--- src/rtl/mdio_pkg.sv ---
package mdio_pkg;
  localparam int PRE_BITS   = 32;
  localparam int HDR_BITS   = 14;
  localparam int FRAME_BITS = 32;
  localparam int DATA_BITS  = 16;
  localparam int SR_W       = PRE_BITS + FRAME_BITS;
  localparam int CNT_W      = $clog2(SR_W);

  typedef enum logic [2:0] {
    ST_IDLE, ST_SHIFT, ST_TA1, ST_TA2, ST_DATA, ST_FIN
  } mdioState_t;

  typedef struct packed {
    logic load;      // capture request fields, build frame
    logic shiftOut;  // advance outgoing shift register
    logic shiftIn;   // capture one read bit
    logic finish;    // publish result
    logic fail;      // result is a missing-response error
    logic drive;     // own the data line
  } mdioStrobes_t;

  function automatic logic [DATA_BITS-1:0] reservedMask(input logic [4:0] regNum);
    case (regNum)
      5'd0:       reservedMask = 16'h007F;
      5'd1:       reservedMask = 16'h07C0;
      5'd4, 5'd5: reservedMask = 16'h1C00;
      5'd6:       reservedMask = 16'hFFE0;
      default:    reservedMask = 16'h0000;
    endcase
  endfunction
endpackage

--- src/rtl/mdio_clkgen.sv ---
module mdio_clkgen #(
  parameter int DIV_W = 8
) (
  input  logic             clk,
  input  logic             rstN,
  input  logic             run,
  input  logic [DIV_W-1:0] divHalf,
  output logic             mdc,
  output logic             riseTick,
  output logic             fallTick
);
  logic [DIV_W-1:0] phaseCnt;
  logic             phaseEnd;

  assign phaseEnd = run && (phaseCnt == divHalf);
  assign riseTick = phaseEnd && !mdc;
  assign fallTick = phaseEnd && mdc;

  always_ff @(posedge clk) begin
    if (!rstN || !run) begin
      phaseCnt <= '0;
      mdc      <= 1'b0;
    end else if (phaseEnd) begin
      phaseCnt <= '0;
      mdc      <= ~mdc;
    end else begin
      phaseCnt <= phaseCnt + 1'b1;
    end
  end
endmodule

--- src/rtl/mdio_ctrl.sv ---
module mdio_ctrl
  import mdio_pkg::*;
(
  input  logic         clk,
  input  logic         rstN,
  input  logic         startReq,
  input  logic         isWrite,
  input  logic         riseTick,
  input  logic         fallTick,
  input  logic         lineBit,
  output mdioStrobes_t stb,
  output logic         run,
  output logic         busy,
  output logic         done
);
  localparam logic [CNT_W-1:0] WR_SLOTS = CNT_W'(SR_W - 1);
  localparam logic [CNT_W-1:0] RD_SLOTS = CNT_W'(PRE_BITS + HDR_BITS - 1);
  localparam logic [CNT_W-1:0] DT_SLOTS = CNT_W'(DATA_BITS - 1);

  mdioState_t       state, stateNxt;
  logic [CNT_W-1:0] slotCnt, slotCntNxt;
  logic             wrMode;

  always_comb begin
    stateNxt   = state;
    slotCntNxt = slotCnt;
    stb        = '0;
    case (state)
      ST_IDLE: if (startReq) begin
        stb.load   = 1'b1;
        stateNxt   = ST_SHIFT;
        slotCntNxt = isWrite ? WR_SLOTS : RD_SLOTS;
      end
      ST_SHIFT: begin
        stb.drive = 1'b1;
        if (fallTick) begin
          if (slotCnt == '0) begin
            if (wrMode) begin
              stateNxt   = ST_FIN;
              stb.finish = 1'b1;
            end else begin
              stateNxt = ST_TA1;
            end
          end else begin
            stb.shiftOut = 1'b1;
            slotCntNxt   = slotCnt - 1'b1;
          end
        end
      end
      ST_TA1: if (fallTick) begin
        if (!lineBit) begin
          stateNxt   = ST_DATA;
          slotCntNxt = DT_SLOTS;
        end else begin
          stateNxt = ST_TA2;
        end
      end
      ST_TA2: if (fallTick) begin
        if (!lineBit) begin
          stateNxt   = ST_DATA;
          slotCntNxt = DT_SLOTS;
        end else begin
          stateNxt   = ST_FIN;
          stb.finish = 1'b1;
          stb.fail   = 1'b1;
        end
      end
      ST_DATA: begin
        stb.shiftIn = riseTick;
        if (fallTick) begin
          if (slotCnt == '0) begin
            stateNxt   = ST_FIN;
            stb.finish = 1'b1;
          end else begin
            slotCntNxt = slotCnt - 1'b1;
          end
        end
      end
      ST_FIN:  stateNxt = ST_IDLE;
      default: stateNxt = ST_IDLE;
    endcase
  end

  always_ff @(posedge clk) begin
    if (!rstN) begin
      state   <= ST_IDLE;
      slotCnt <= '0;
      wrMode  <= 1'b0;
    end else begin
      state   <= stateNxt;
      slotCnt <= slotCntNxt;
      if (stb.load) wrMode <= isWrite;
    end
  end

  assign busy = (state != ST_IDLE);
  assign done = (state == ST_FIN);
  assign run  = (state == ST_SHIFT) || (state == ST_TA1) ||
                (state == ST_TA2)   || (state == ST_DATA);
endmodule

--- src/rtl/mdio_dpath.sv ---
module mdio_dpath
  import mdio_pkg::*;
(
  input  logic                 clk,
  input  logic                 rstN,
  input  mdioStrobes_t         stb,
  input  logic                 riseTick,
  input  logic                 isWrite,
  input  logic [4:0]           phyAddr,
  input  logic [4:0]           regAddr,
  input  logic [DATA_BITS-1:0] wrData,
  input  logic                 mdioIn,
  output logic                 mdioOut,
  output logic                 mdioOe,
  output logic                 lineBit,
  output logic [DATA_BITS-1:0] rdData,
  output logic                 rdErr
);
  logic [SR_W-1:0]      txShift;
  logic [SR_W-1:0]      loadWord;
  logic [DATA_BITS-1:0] rxShift;
  logic [4:0]           regLatched;
  logic                 rdMode;
  logic [DATA_BITS-1:0] wrClean;

  assign wrClean = wrData & ~reservedMask(regAddr);

  always_comb begin
    if (isWrite)
      loadWord = {{PRE_BITS{1'b1}}, 2'b01, 2'b01, phyAddr, regAddr, 2'b10, wrClean};
    else
      loadWord = {{PRE_BITS{1'b1}}, 2'b01, 2'b10, phyAddr, regAddr,
                  {(FRAME_BITS - HDR_BITS){1'b1}}};
  end

  always_ff @(posedge clk) begin
    if (!rstN) begin
      txShift    <= '1;
      rxShift    <= '0;
      regLatched <= '0;
      rdMode     <= 1'b0;
      lineBit    <= 1'b1;
      rdData     <= '0;
      rdErr      <= 1'b0;
    end else begin
      if (stb.load) begin
        txShift    <= loadWord;
        regLatched <= regAddr;
        rdMode     <= !isWrite;
      end else if (stb.shiftOut) begin
        txShift <= {txShift[SR_W-2:0], 1'b1};
      end
      if (riseTick) lineBit <= mdioIn;
      if (stb.shiftIn) rxShift <= {rxShift[DATA_BITS-2:0], mdioIn};
      if (stb.finish) begin
        rdErr <= stb.fail;
        if (stb.fail)  rdData <= '0;
        else if (rdMode) rdData <= rxShift & ~reservedMask(regLatched);
      end
    end
  end

  assign mdioOut = txShift[SR_W-1];
  assign mdioOe  = stb.drive;
endmodule

--- src/rtl/mdio_master.sv ---
module mdio_master
  import mdio_pkg::*;
#(
  parameter int DIV_W = 8
) (
  input  logic             clk,
  input  logic             rstN,
  input  logic [DIV_W-1:0] divHalf,
  input  logic             startReq,
  input  logic             isWrite,
  input  logic [4:0]       phyAddr,
  input  logic [4:0]       regAddr,
  input  logic [15:0]      wrData,
  output logic             mdc,
  output logic             mdioOut,
  output logic             mdioOe,
  input  logic             mdioIn,
  output logic             busy,
  output logic             done,
  output logic [15:0]      rdData,
  output logic             rdErr
);
  mdioStrobes_t stb;
  logic         run, riseTick, fallTick, lineBit;

  mdio_clkgen #(.DIV_W(DIV_W)) u_clkgen (
    .clk(clk), .rstN(rstN), .run(run), .divHalf(divHalf),
    .mdc(mdc), .riseTick(riseTick), .fallTick(fallTick)
  );

  mdio_ctrl u_ctrl (
    .clk(clk), .rstN(rstN), .startReq(startReq), .isWrite(isWrite),
    .riseTick(riseTick), .fallTick(fallTick), .lineBit(lineBit),
    .stb(stb), .run(run), .busy(busy), .done(done)
  );

  mdio_dpath u_dpath (
    .clk(clk), .rstN(rstN), .stb(stb), .riseTick(riseTick),
    .isWrite(isWrite), .phyAddr(phyAddr), .regAddr(regAddr),
    .wrData(wrData), .mdioIn(mdioIn), .mdioOut(mdioOut),
    .mdioOe(mdioOe), .lineBit(lineBit), .rdData(rdData), .rdErr(rdErr)
  );
endmodule

--- config.mk ---
export PLATFORM = sky130hd
export DESIGN_NAME = mdio_master
export DESIGN_NICKNAME = d
export VERILOG_FILES = /design/src/rtl/mdio_pkg.sv /design/src/rtl/mdio_clkgen.sv /design/src/rtl/mdio_ctrl.sv /design/src/rtl/mdio_dpath.sv /design/src/rtl/mdio_master.sv
export SDC_FILE = /design/constraint.sdc
export NUM_CORES = 1
export LEC_CHECK = 0
export BUFFER_PORTS_ARGS = -buffer_cell sky130_fd_sc_hd__buf_2
export CAP_MARGIN = 20
export CORE_MARGIN = 3
export CORE_UTILIZATION = 41
export CTS_CLUSTER_DIAMETER = 60
export DETAILED_ROUTE_END_ITERATION = 7
export PLACE_DENSITY = 0.6
export SYNTH_ARGS = -nofsm -noshare
export SYNTH_HDL_FRONTEND = slang
export SYNTH_SLANG_ARGS = --single-unit
--- constraint.sdc ---
create_clock -name clk -period 3 [get_ports clk]
set_input_delay 0.6 -clock clk [delete_from_list [all_inputs] [get_ports clk]]
set_output_delay 0.6 -clock clk [all_outputs]
set_load 0.005 [all_outputs]
==> flow_metrics.env, run 1 <==
export IMPL_endpoint_kind="flip-flop"
export IMPL_grt_overflow_total=0
export IMPL_ys_async_sr_fraction_pct=0
export IMPL_yosysSeqAreaShare_pct=44.3
export IMPL_crit_required_ns=3.29
export IMPL_finalWeightedCongestion=0.808
export IMPL_path_class="reg -> reg"
export IMPL_synth_xor_area_share_pct=3.26
export IMPL_cpLargestDelayFamily="compound AO/OA/AOI/OAI gates"
export IMPL_ys_types=61
export IMPL_clock_sinks=123
export IMPL_postSynthAreaPerCell_sq_um=8.45
export IMPL_avgRoutedWirePerCell_um=15.2
export IMPL_dp_hpwl_mm=8.38
export IMPL_status="finished clean"
export IMPL_synth_area_leaders="dfxtp_1 44%, nand3_1 9.2%, o21ai_0 5.6%, mux2i_1 3.4%, a21oi_1 3.3%"
export IMPL_place_area_sq_um=5970
export IMPL_wirelength_mm=13.4
export IMPL_drc=0
export IMPL_setup_viol=0
export IMPL_period_share_pct=85.7
export IMPL_drv_slew=0
export IMPL_crit_arrival_ns=2.86
export IMPL_ctsResizeCount=0
export IMPL_io_buffers=60
export IMPL_fin_hold_ws_ns=0.439
export IMPL_synth_most_common_cell="dfxtp_1"
export IMPL_cpPeakStageDelay_ns=0.62
export IMPL_dieArea_sq_um=15000
export IMPL_synthAdderAreaFrac_pct=0.675
export IMPL_fin_skew_ns=0.0120
export IMPL_core_area_sq_um=12900
export IMPL_cts_buffer_depth=2
export IMPL_cts_max_level=4
export IMPL_cp_buffers_inverters=0
export IMPL_syn_inst=658
export IMPL_ant_nets=0
export IMPL_via_per_inst=5.75
export IMPL_grt_pass1_vias=4748
export IMPL_clk_latency_ns=0.41
export IMPL_die_y_um=122
export IMPL_grt_max_degree=65
export IMPL_crit_path_start_kind="flip-flop"
export IMPL_synth_seq_cells=123
export IMPL_rows=41
export IMPL_drt_iter0_drc=418
export IMPL_max_vdd_ir_drop_uv=374
export IMPL_drive_gt1_share_pct=17.3
export IMPL_synth_net_count=700
export IMPL_synth_top_flop_cell="dfxtp_1"
export IMPL_grt_total_usage_pct=18.3
export IMPL_io_pins=61
export IMPL_synth_compound_area_share_pct=17.8
export IMPL_vias=5053
export IMPL_cts_root_buffer="clkbuf_16"
export IMPL_hp_class="in -> reg"
export IMPL_synth_enable_flop_cells=0
export IMPL_antenna_cells=0
export IMPL_yosys_warnings=0
export IMPL_max_freq_ghz=0.389
export IMPL_crit_chain="nor4_2 > nand2_1 > a2111oi_4 > o21ai_1 > a32o_1"
export IMPL_cts_tree="yes"
export IMPL_setup_tns_ns=0
export IMPL_grt_pass1_wl_mm=22.4
export IMPL_die_width_um=122
export IMPL_crit_path_top_delay_cell="a2111oi_4"
export IMPL_start_util_pct=43.0
export IMPL_synth_top_area_share_pct=44.3
export IMPL_postCtsSetupBuffers=0
export IMPL_antenna_found_initial=0
export IMPL_cts_hold_buf=0
export IMPL_firstDrtPassIters=5
export IMPL_hold_viol_final=0
export IMPL_p_per_area_nw_per_um2=639
export IMPL_synth_simple_area_share_pct=25.9
export IMPL_numCtsBuffers=17
export IMPL_max_cap_violations=0
export IMPL_clk_pin_slew_worst_paths_ns=0.06
export IMPL_muxShareOfSynthArea_pct=3.42
export IMPL_synth_commonest_cells="123 x dfxtp_1, 102 x nand3_1, 62 x o21ai_0"
export IMPL_leakagePower_nw=2.32
export IMPL_timing_slew_headroom_pct=56.5
export IMPL_area_growth_synth_to_final_pct=18.0
export IMPL_rsz0062_at_grt="false"
export IMPL_period_needed_ns=2.57
export IMPL_syn_cell_area_sq_um=5560
export IMPL_synth_top_family_by_area="simple AND/OR/NAND/NOR gates"
export IMPL_finalInstanceArea_sq_um=6560
export IMPL_fin_nets=737
export IMPL_synth_area_leader_cell="dfxtp_1"
export IMPL_cp_max_fo=8
export IMPL_worst_slew_pin_slew_ns=0.652
==> state kept, by name (all words and copies together), names as in the netlist <==
name and count:
u_dpath.rdMode 1, u_ctrl.wrMode 1, u_dpath.lineBit 1, u_ctrl.state 3, u_dpath.regLatched 5, u_clkgen.phaseCnt 8
u_dpath.rdErr 1, u_dpath.rxShift 16, u_ctrl.slotCnt 6, u_dpath.txShift 64, u_dpath.rdData 16, u_clkgen.mdc 1
==> power by group <==
group / internal, mW / switching (mW) / total [mW]
Clock: 1.34 / 0.713 / 2.05
Combinational: 0.137 / 0.277 / 0.414
Sequential: 1.68 / 0.0388 / 1.72
==> tightest hold or removal path, stage by stage <==
cell and delay (ns):
buf_2 0.10, mux2i_1 0.06, nand2_1 0.06
==> path summary, 6_finish.rpt <==
path,startpoint,endpoint,slack (ns),cells after the start
max reg2reg,u_ctrl.slotCnt[5],u_dpath.rdData[4],0.43,5
min,mdioIn,u_dpath.lineBit,0.44,3
min reg2reg,u_dpath.rdData[10],u_dpath.rdData[10],0.46,2
max,u_ctrl.slotCnt[5],u_dpath.rdData[4],0.43,5
==> stage by stage <==
step                      utilization [%]  worst slack, ns  std cells  total power, mW
after global routing                 50.7            0.228        879             4.36
after global placement               46.2            0.462        848             2.15
final                                50.7            0.430        879             4.19
after floorplan                         -            0.643        658             2.04
after CTS                            50.7            0.438        879             4.22
after detailed placement             46.2            0.380        848             2.17
==> metal layers <==
layer	global-route usage, %	vias to the layer above	part of all wire [%]
li1	-	2490	-
met2	29.5	131	47
met3	3.92	18	4.6
met4	6.44	0	1.4
met5	0	-	0
met1	24.2	2414	47
==> logic make-up (layout without fill, tap and decap cells) <==
group           Yosys count  count (layout)
xor+xnor                 16              16
compound gates          159             159
buf+inv                  63             112
fa+ha+maj                 3               3
mux                      19              19
simple gates            275             275
flops                   123             123
==> placed cells by master, fill, tap and decap left out, drive strengths merged, types with 2 or more instances in the layout <==
master / instances
nor4: 7
nand3: 102
or3: 10
a2111oi: 2
a31o: 2
and2: 3
nor2: 43
or4: 4
a311oi: 3
nor2b: 3
nor3b: 2
nand2b: 6
o31ai: 2
xnor2: 10
nor3: 29
a32o: 8
o221ai: 2
clkbuf: 23
xor2: 6
buf: 71
dfxtp: 123
ha: 3
a31oi: 21
and3: 10
or2: 2
clkinv: 4
inv: 10
o221a: 2
a21oi: 37
mux2i: 19
a211oi: 8
bufinv: 3
o21ai: 63
nand4: 11
nand2: 39
==> cell type report <==
class,instances,area (sq um)
Clock buffer,23,468
Clock inverter,8,118
Fill cell,1248,6370
Inverter,10,37.5
Multi-Input combinational cell,472,2860
Sequential cell,123,2460
Tap cell,172,215
Timing Repair Buffer,71,395
(Power assumes the default switching activity.)
==> run 2, diff against run 1 <==
--- a/config.mk
+++ b/config.mk
@@ -5,6 +5,7 @@
 export SDC_FILE = /design/constraint.sdc
 export NUM_CORES = 1
 export LEC_CHECK = 0
+export ABC_AREA = 1
 export BUFFER_PORTS_ARGS = -buffer_cell sky130_fd_sc_hd__buf_2
 export CAP_MARGIN = 20
 export CORE_MARGIN = 3
==> flow_metrics.env, run 2 <==
export IMPL_status="finished clean"
export IMPL_ys_async_sr_fraction_pct=0
export IMPL_fin_hold_ws_ns=0.450
export IMPL_cts_root_buffer="clkbuf_16"
export IMPL_final_cell_mix="272 x nand2_1, 123 x dfxtp_1, 108 x nand3_1"
export IMPL_period_needed_ns=2.24
export IMPL_synth_seq_cells=123
export IMPL_cts_max_level=4
export IMPL_core_area_sq_um=13400
export IMPL_hp_class="reg -> reg"
export IMPL_numCtsBuffers=17
export IMPL_start_util_pct=42.3
export IMPL_synth_area_leaders="dfxtp_1 43%, nand2_1 18%, nand3_1 9.5%, inv_1 6.0%, nor2_1 4.2%"
export IMPL_antenna_cells=0
export IMPL_grt_pass1_vias=4590
export IMPL_dieArea_sq_um=15300
export IMPL_cts_buffer_depth=2
export IMPL_p_seq_share_pct=37.4
export IMPL_fin_nets=918
export IMPL_whs_path_depth=2
export IMPL_wirelength_mm=12.4
export IMPL_crit_path_start_kind="flip-flop"
export IMPL_grt_pass1_wl_mm=21.2
export IMPL_postCtsSetupBuffers=0
export IMPL_ant_nets=0
export IMPL_crit_arrival_ns=2.59
export IMPL_die_width_um=124
export IMPL_p_int_mw=3.92
export IMPL_cp_max_fo=39
export IMPL_synth_net_count=865
export IMPL_postSynthAreaPerCell_sq_um=6.88
export IMPL_switching_share_pct=31.9
export IMPL_path_class="reg -> reg"
export IMPL_hold_viol_final=0
export IMPL_worst_slew_pin_slew_ns=0.631
export IMPL_crit_required_ns=3.35
export IMPL_hold_end="u_dpath.rdErr"
export IMPL_vias=5081
export IMPL_drc=0
export IMPL_cpPeakStageDelay_ns=0.49
export IMPL_max_freq_ghz=0.447
export IMPL_synth_commonest_cells="272 x nand2_1, 123 x dfxtp_1, 108 x nand3_1"
export IMPL_firstDrtPassIters=5
export IMPL_ys_types=36
export IMPL_synth_area_leader_cell="dfxtp_1"
export IMPL_rr_worst_depth=12
export IMPL_via_per_inst=4.77
export IMPL_finalWeightedCongestion=0.806
export IMPL_avgRoutedWirePerCell_um=11.6
export IMPL_setup_viol=0
export IMPL_die_y_um=124
export IMPL_synth_top_flop_cell="dfxtp_1"
export IMPL_crit_path_top_delay_cell="dfxtp_1"
export IMPL_regMostFlops="u_dpath.txShift"
export IMPL_p_per_area_nw_per_um2=862
export IMPL_rows=42
export IMPL_drv_slew=0
export IMPL_area_growth_synth_to_final_pct=17.8
export IMPL_timing_slew_headroom_pct=57.9
export IMPL_dp_hpwl_mm=8.31
export IMPL_leakagePower_nw=3.28
export IMPL_worst_slack_ns=0.763
export IMPL_hold_start="u_dpath.rdErr"
export IMPL_grt_max_degree=42
export IMPL_drive_gt1_share_pct=12.9
export IMPL_final_common_cell="nand2_1"
export IMPL_syn_inst=823
export IMPL_yosys_warnings=0
export IMPL_yosysSeqAreaShare_pct=43.5
export IMPL_antenna_found_initial=0
export IMPL_r2r_start="u_ctrl.state[1]"
export IMPL_r2r_end="u_dpath.txShift[48]"
export IMPL_synth_enable_flop_cells=0
export IMPL_clock_sinks=123
export IMPL_p_comb_share_pct=26.8
export IMPL_clk_pin_slew_worst_paths_ns=0.05
export IMPL_largest_reg_flops=64
export IMPL_fin_skew_ns=0.0137
export IMPL_drt_iter0_drc=353
export IMPL_grt_total_usage_pct=17.5
export IMPL_synth_top_area_share_pct=43.5
export IMPL_dp_slack_ns=0.476
export IMPL_p_clk_share_pct=35.8
export IMPL_crit_chain="nor2_2 > nand2_1 > nand2_2 > inv_2 > nor2_4 > nand2_4 > nor2_8 > nand2_4 > nand2_2 > inv_2 > nand2_1 > nand3_1"
export IMPL_clk_latency_ns=0.42
export IMPL_setup_tns_ns=0
export IMPL_io_buffers=60
export IMPL_synth_most_common_cell="nand2_1"
export IMPL_reg_top3="u_dpath.txShift: 64 flops, u_dpath.rdData: 16 flops, u_dpath.rxShift: 16 flops"
export IMPL_ctsResizeCount=0
export IMPL_syn_cell_area_sq_um=5670
export IMPL_rsz0062_at_grt="false"
export IMPL_finalPower_mw=5.75
export IMPL_endpoint_kind="flip-flop"
export IMPL_max_vdd_ir_drop_uv=414
export IMPL_io_pins=61
export IMPL_reg2reg_setup_slack_ns=0.76
export IMPL_cts_tree="yes"
export IMPL_cts_hold_buf=0
export IMPL_max_cap_violations=0
export IMPL_grt_overflow_total=0
export IMPL_period_share_pct=74.6
export IMPL_power_switching_mw=1.84
==> run 2: cell types whose count changed in the layout (fill, tap and decap cells not counted), sizes merged, moves of 21 or more <==
cell / delta
nor2: +25
nor3: -22
o21ai: -42
nand2: +238
inv: +83
a31oi: -21
==> run 2: layout make-up <==
type                    count  area [sq um]
repair buffers             70           388
clock buffers              24           482
fillers                  1382          6720
multi-input cells         569          2650
well taps                 176           220
clock inverters             8           115
flip-flops and latches    123          2460
inverters                  95           357
==> run 2: per-stage QoR <==
step	util [%]	instance area, sq um	instances
after floorplan	-	5670	823
after global placement	45.4	6080	1033
after detailed placement	45.4	6080	1033
after CTS	49.8	6680	1065
after global routing	49.8	6680	1065
final	49.8	6680	1065
==> run 2: kinds of logic (layout without fill, tap and decap cells) <==
kind of cell               after synthesis  after routing  synth area share [%]
buffers and inverters                  131            197                  9.72
DFF                                    123            123                  43.5
AOI/OAI and AO/OA                       79             79                  8.44
xor gates and xnor gates                10             10                  1.55
and+or+nand+nor                        477            477                  36.2
adders and majority gates                3              3                 0.663
==> run 2: metal layers <==
metal / wire length, um / track usage [%] / share of wire [%] / vias up
li1: - / - / - / 2725
met1: 6220 / 23.8 / 50 / 2243
met2: 5470 / 26.4 / 44 / 95
met3: 493 / 4.80 / 4.0 / 18
met4: 179 / 6.92 / 1.4 / 0
met5: 0 / 0 / 0 / -
==> run 2: worst max-delay path by stage <==
stage	start	end	slack (ns)
3_5_place_dp	divHalf[4]	u_dpath.txShift[60]	0.48
2_1_floorplan	divHalf[5]	u_dpath.txShift[53]	1.03
5_1_grt	u_ctrl.state[2]	u_dpath.txShift[19]	0.46
3_3_place_gp	divHalf[4]	u_dpath.txShift[34]	0.53
6_report	u_ctrl.state[1]	u_dpath.txShift[48]	0.76
4_1_cts	u_ctrl.state[1]	u_dpath.txShift[60]	0.74
==> run 2: worst max-delay path, delay by kind of cell (launching register included) <==
family                 cells  cell delay [ns]
AND/OR/NAND/NOR           10             1.07
buffers and inverters      2             0.59
flip-flops                 1             0.49
==> run 2: power groups by stage <==
stage                     clock (mW)  sequential (mW)  combinational [mW]
final                           2.06             2.15                1.54
after CTS                       2.11             2.15                1.55
after floorplan                    0             2.13                1.28
after detailed placement           0             2.18                1.54
after global placement             0             2.18                1.53
after global routing            2.19             2.19                1.79
==> run 3, diff against run 2 <==
--- a/config.mk
+++ b/config.mk
@@ -12,7 +12,7 @@
 export CORE_UTILIZATION = 41
 export CTS_CLUSTER_DIAMETER = 60
 export DETAILED_ROUTE_END_ITERATION = 7
-export PLACE_DENSITY = 0.6
+export PLACE_DENSITY = 0.62
 export SYNTH_ARGS = -nofsm -noshare
 export SYNTH_HDL_FRONTEND = slang
 export SYNTH_SLANG_ARGS = --single-unit
==> constraint.sdc (replaced) <==
create_clock -name clk -period 1.9 [get_ports clk]
set_input_delay 0.38 -clock clk [delete_from_list [all_inputs] [get_ports clk]]
set_output_delay 0.38 -clock clk [all_outputs]
set_load 0.005 [all_outputs]
==> flow_metrics.env, run 3 (same netlist as run 2, synthesis figures left out) <==
export IMPL_numCtsBuffers=17
export IMPL_regArea_sq_um=2460
export IMPL_rsz0062_at_grt="true"
export IMPL_timing_slew_headroom_pct=72.6
export IMPL_cts_buffer_depth=2
export IMPL_io_pins=61
export IMPL_max_vdd_ir_drop_uv=729
export IMPL_cp_buffers_inverters=3
export IMPL_io_buffers=60
export IMPL_wirelength_mm=12.7
export IMPL_avgRoutedWirePerCell_um=11.7
export IMPL_dp_hpwl_mm=8.56
export IMPL_drt_iter0_drc=342
export IMPL_cts_hold_buf=0
export IMPL_cts_tree="yes"
export IMPL_reg2reg_setup_slack_ns=0.13
export IMPL_finalWeightedCongestion=0.837
export IMPL_rows=42
export IMPL_crit_chain="inv_1 > buf_4 > nor3_1 > buf_2"
export IMPL_largest_reg_flops=64
export IMPL_whs_path_depth=3
export IMPL_firstDrtPassIters=5
export IMPL_rr_worst_depth=13
export IMPL_drv_slew=0
export IMPL_cpPeakStageDelay_ns=0.45
export IMPL_cpLargestDelayFamily="flip-flops"
export IMPL_hold_viol_final=0
export IMPL_grt_max_degree=40
export IMPL_status="finished clean"
export IMPL_postCtsSetupBuffers=0
export IMPL_crit_path_start_kind="flip-flop"
export IMPL_regMostFlops="u_dpath.txShift"
export IMPL_period_share_pct=93.5
export IMPL_antenna_found_initial=0
export IMPL_finalInstanceArea_sq_um=7010
export IMPL_grt_overflow_total=0
export IMPL_max_freq_ghz=0.563
export IMPL_crit_cells=4
export IMPL_period_needed_ns=1.78
export IMPL_via_per_inst=4.75
export IMPL_cts_max_level=4
export IMPL_crit_required_ns=1.52
export IMPL_core_area_sq_um=13400
export IMPL_reg_top3="u_dpath.txShift: 64 flops, u_dpath.rdData: 16 flops, u_dpath.rxShift: 16 flops"
export IMPL_area_growth_synth_to_final_pct=23.7
export IMPL_fill_cells=1354
export IMPL_start_util_pct=42.3
export IMPL_crit_arrival_ns=1.40
export IMPL_grt_total_usage_pct=18.2
export IMPL_vias=5185
export IMPL_worst_slew_pin_slew_ns=0.408
export IMPL_hp_class="in -> reg"
export IMPL_ant_nets=0
export IMPL_clock_sinks=123
export IMPL_cp_max_fo=5
export IMPL_final_cell_mix="270 x nand2_1, 122 x dfxtp_1, 108 x nand3_1"
export IMPL_multi_input_comb_area_sq_um=2670
export IMPL_clk_pin_slew_worst_paths_ns=0.05
export IMPL_fin_skew_ns=0.0139
export IMPL_final_common_cell="nand2_1"
export IMPL_fin_nets=945
export IMPL_crit_path_top_delay_cell="dfxtp_1"
export IMPL_grt_pass1_wl_mm=22.3
export IMPL_max_cap_violations=0
export IMPL_die_width_um=124
export IMPL_grt_pass1_vias=4859
export IMPL_setup_viol=0
export IMPL_leakagePower_nw=3.46
export IMPL_dieArea_sq_um=15300
export IMPL_clk_latency_ns=0.42
export IMPL_drive_gt1_share_pct=16.5
export IMPL_cts_root_buffer="clkbuf_16"
export IMPL_path_class="reg -> out"
export IMPL_endpoint_kind="output pin"
export IMPL_setup_tns_ns=0
export IMPL_die_y_um=124
export IMPL_drc=0
export IMPL_p_per_area_nw_per_um2=1340
export IMPL_place_area_sq_um=6360
export IMPL_antenna_cells=0
[run 3: area by class of cell]
cell class              instances  area share, %
repair buffers                 97           9.50
inverters                      95           5.21
multi-input cells             569           38.1
flip-flops and latches        123           35.2
well taps                     176           3.14
clock inverters                 7           1.57
clock buffers                  24           7.30
[run 3: metal layers]
layer	vias up	track usage (%)	routed length (um)
met2	92	27.4	5690
li1	2774	-	-
met3	20	4.71	478
met1	2299	24.5	6370
met5	-	0	0
met4	0	7.96	167
[run 3: what timing repair did]
action,CTS,global route
resized for setup,2,10
endpoints found under the setup margin,10,61
pin swaps,0,2
[run 3: worst min-delay path, cell delays in order]
cell and delay (ns):
buf_2 0.09, nand2_1 0.05, o211ai_1 0.06
[run 3: through the flow]
stage	setup slack, ns	power, mW	util, %	instances	hold slack [ns]
after CTS	0.0792	9.48	52.1	1091	0.186
after global placement	-0.0593	6.03	47.4	1060	0.437
after floorplan	0.123	5.38	-	823	0.429
after global routing	-0.00119	10.1	52.3	1091	0.200
after detailed placement	-0.0876	6.05	47.4	1060	0.443
final	0.123	9.41	52.3	1091	0.212
[run 3: where the power goes]
group          switching, mW  total (mW)  leakage [nW]  internal [mW]
clock network           1.10        3.35         0.312           2.25
logic                   1.57        2.68          2.14           1.11
registers              0.293        3.38          1.01           3.09
[run 3: worst paths after layout]
| kind | start | end |
|---|---|---|
| worst max-delay path | u_ctrl.state[2] | done |
| worst min-delay path | mdioIn | u_dpath.lineBit |
| worst max register to register | u_clkgen.phaseCnt[6] | u_dpath.rxShift[10] |
| worst min register to register | u_dpath.rdErr | u_dpath.rdErr |
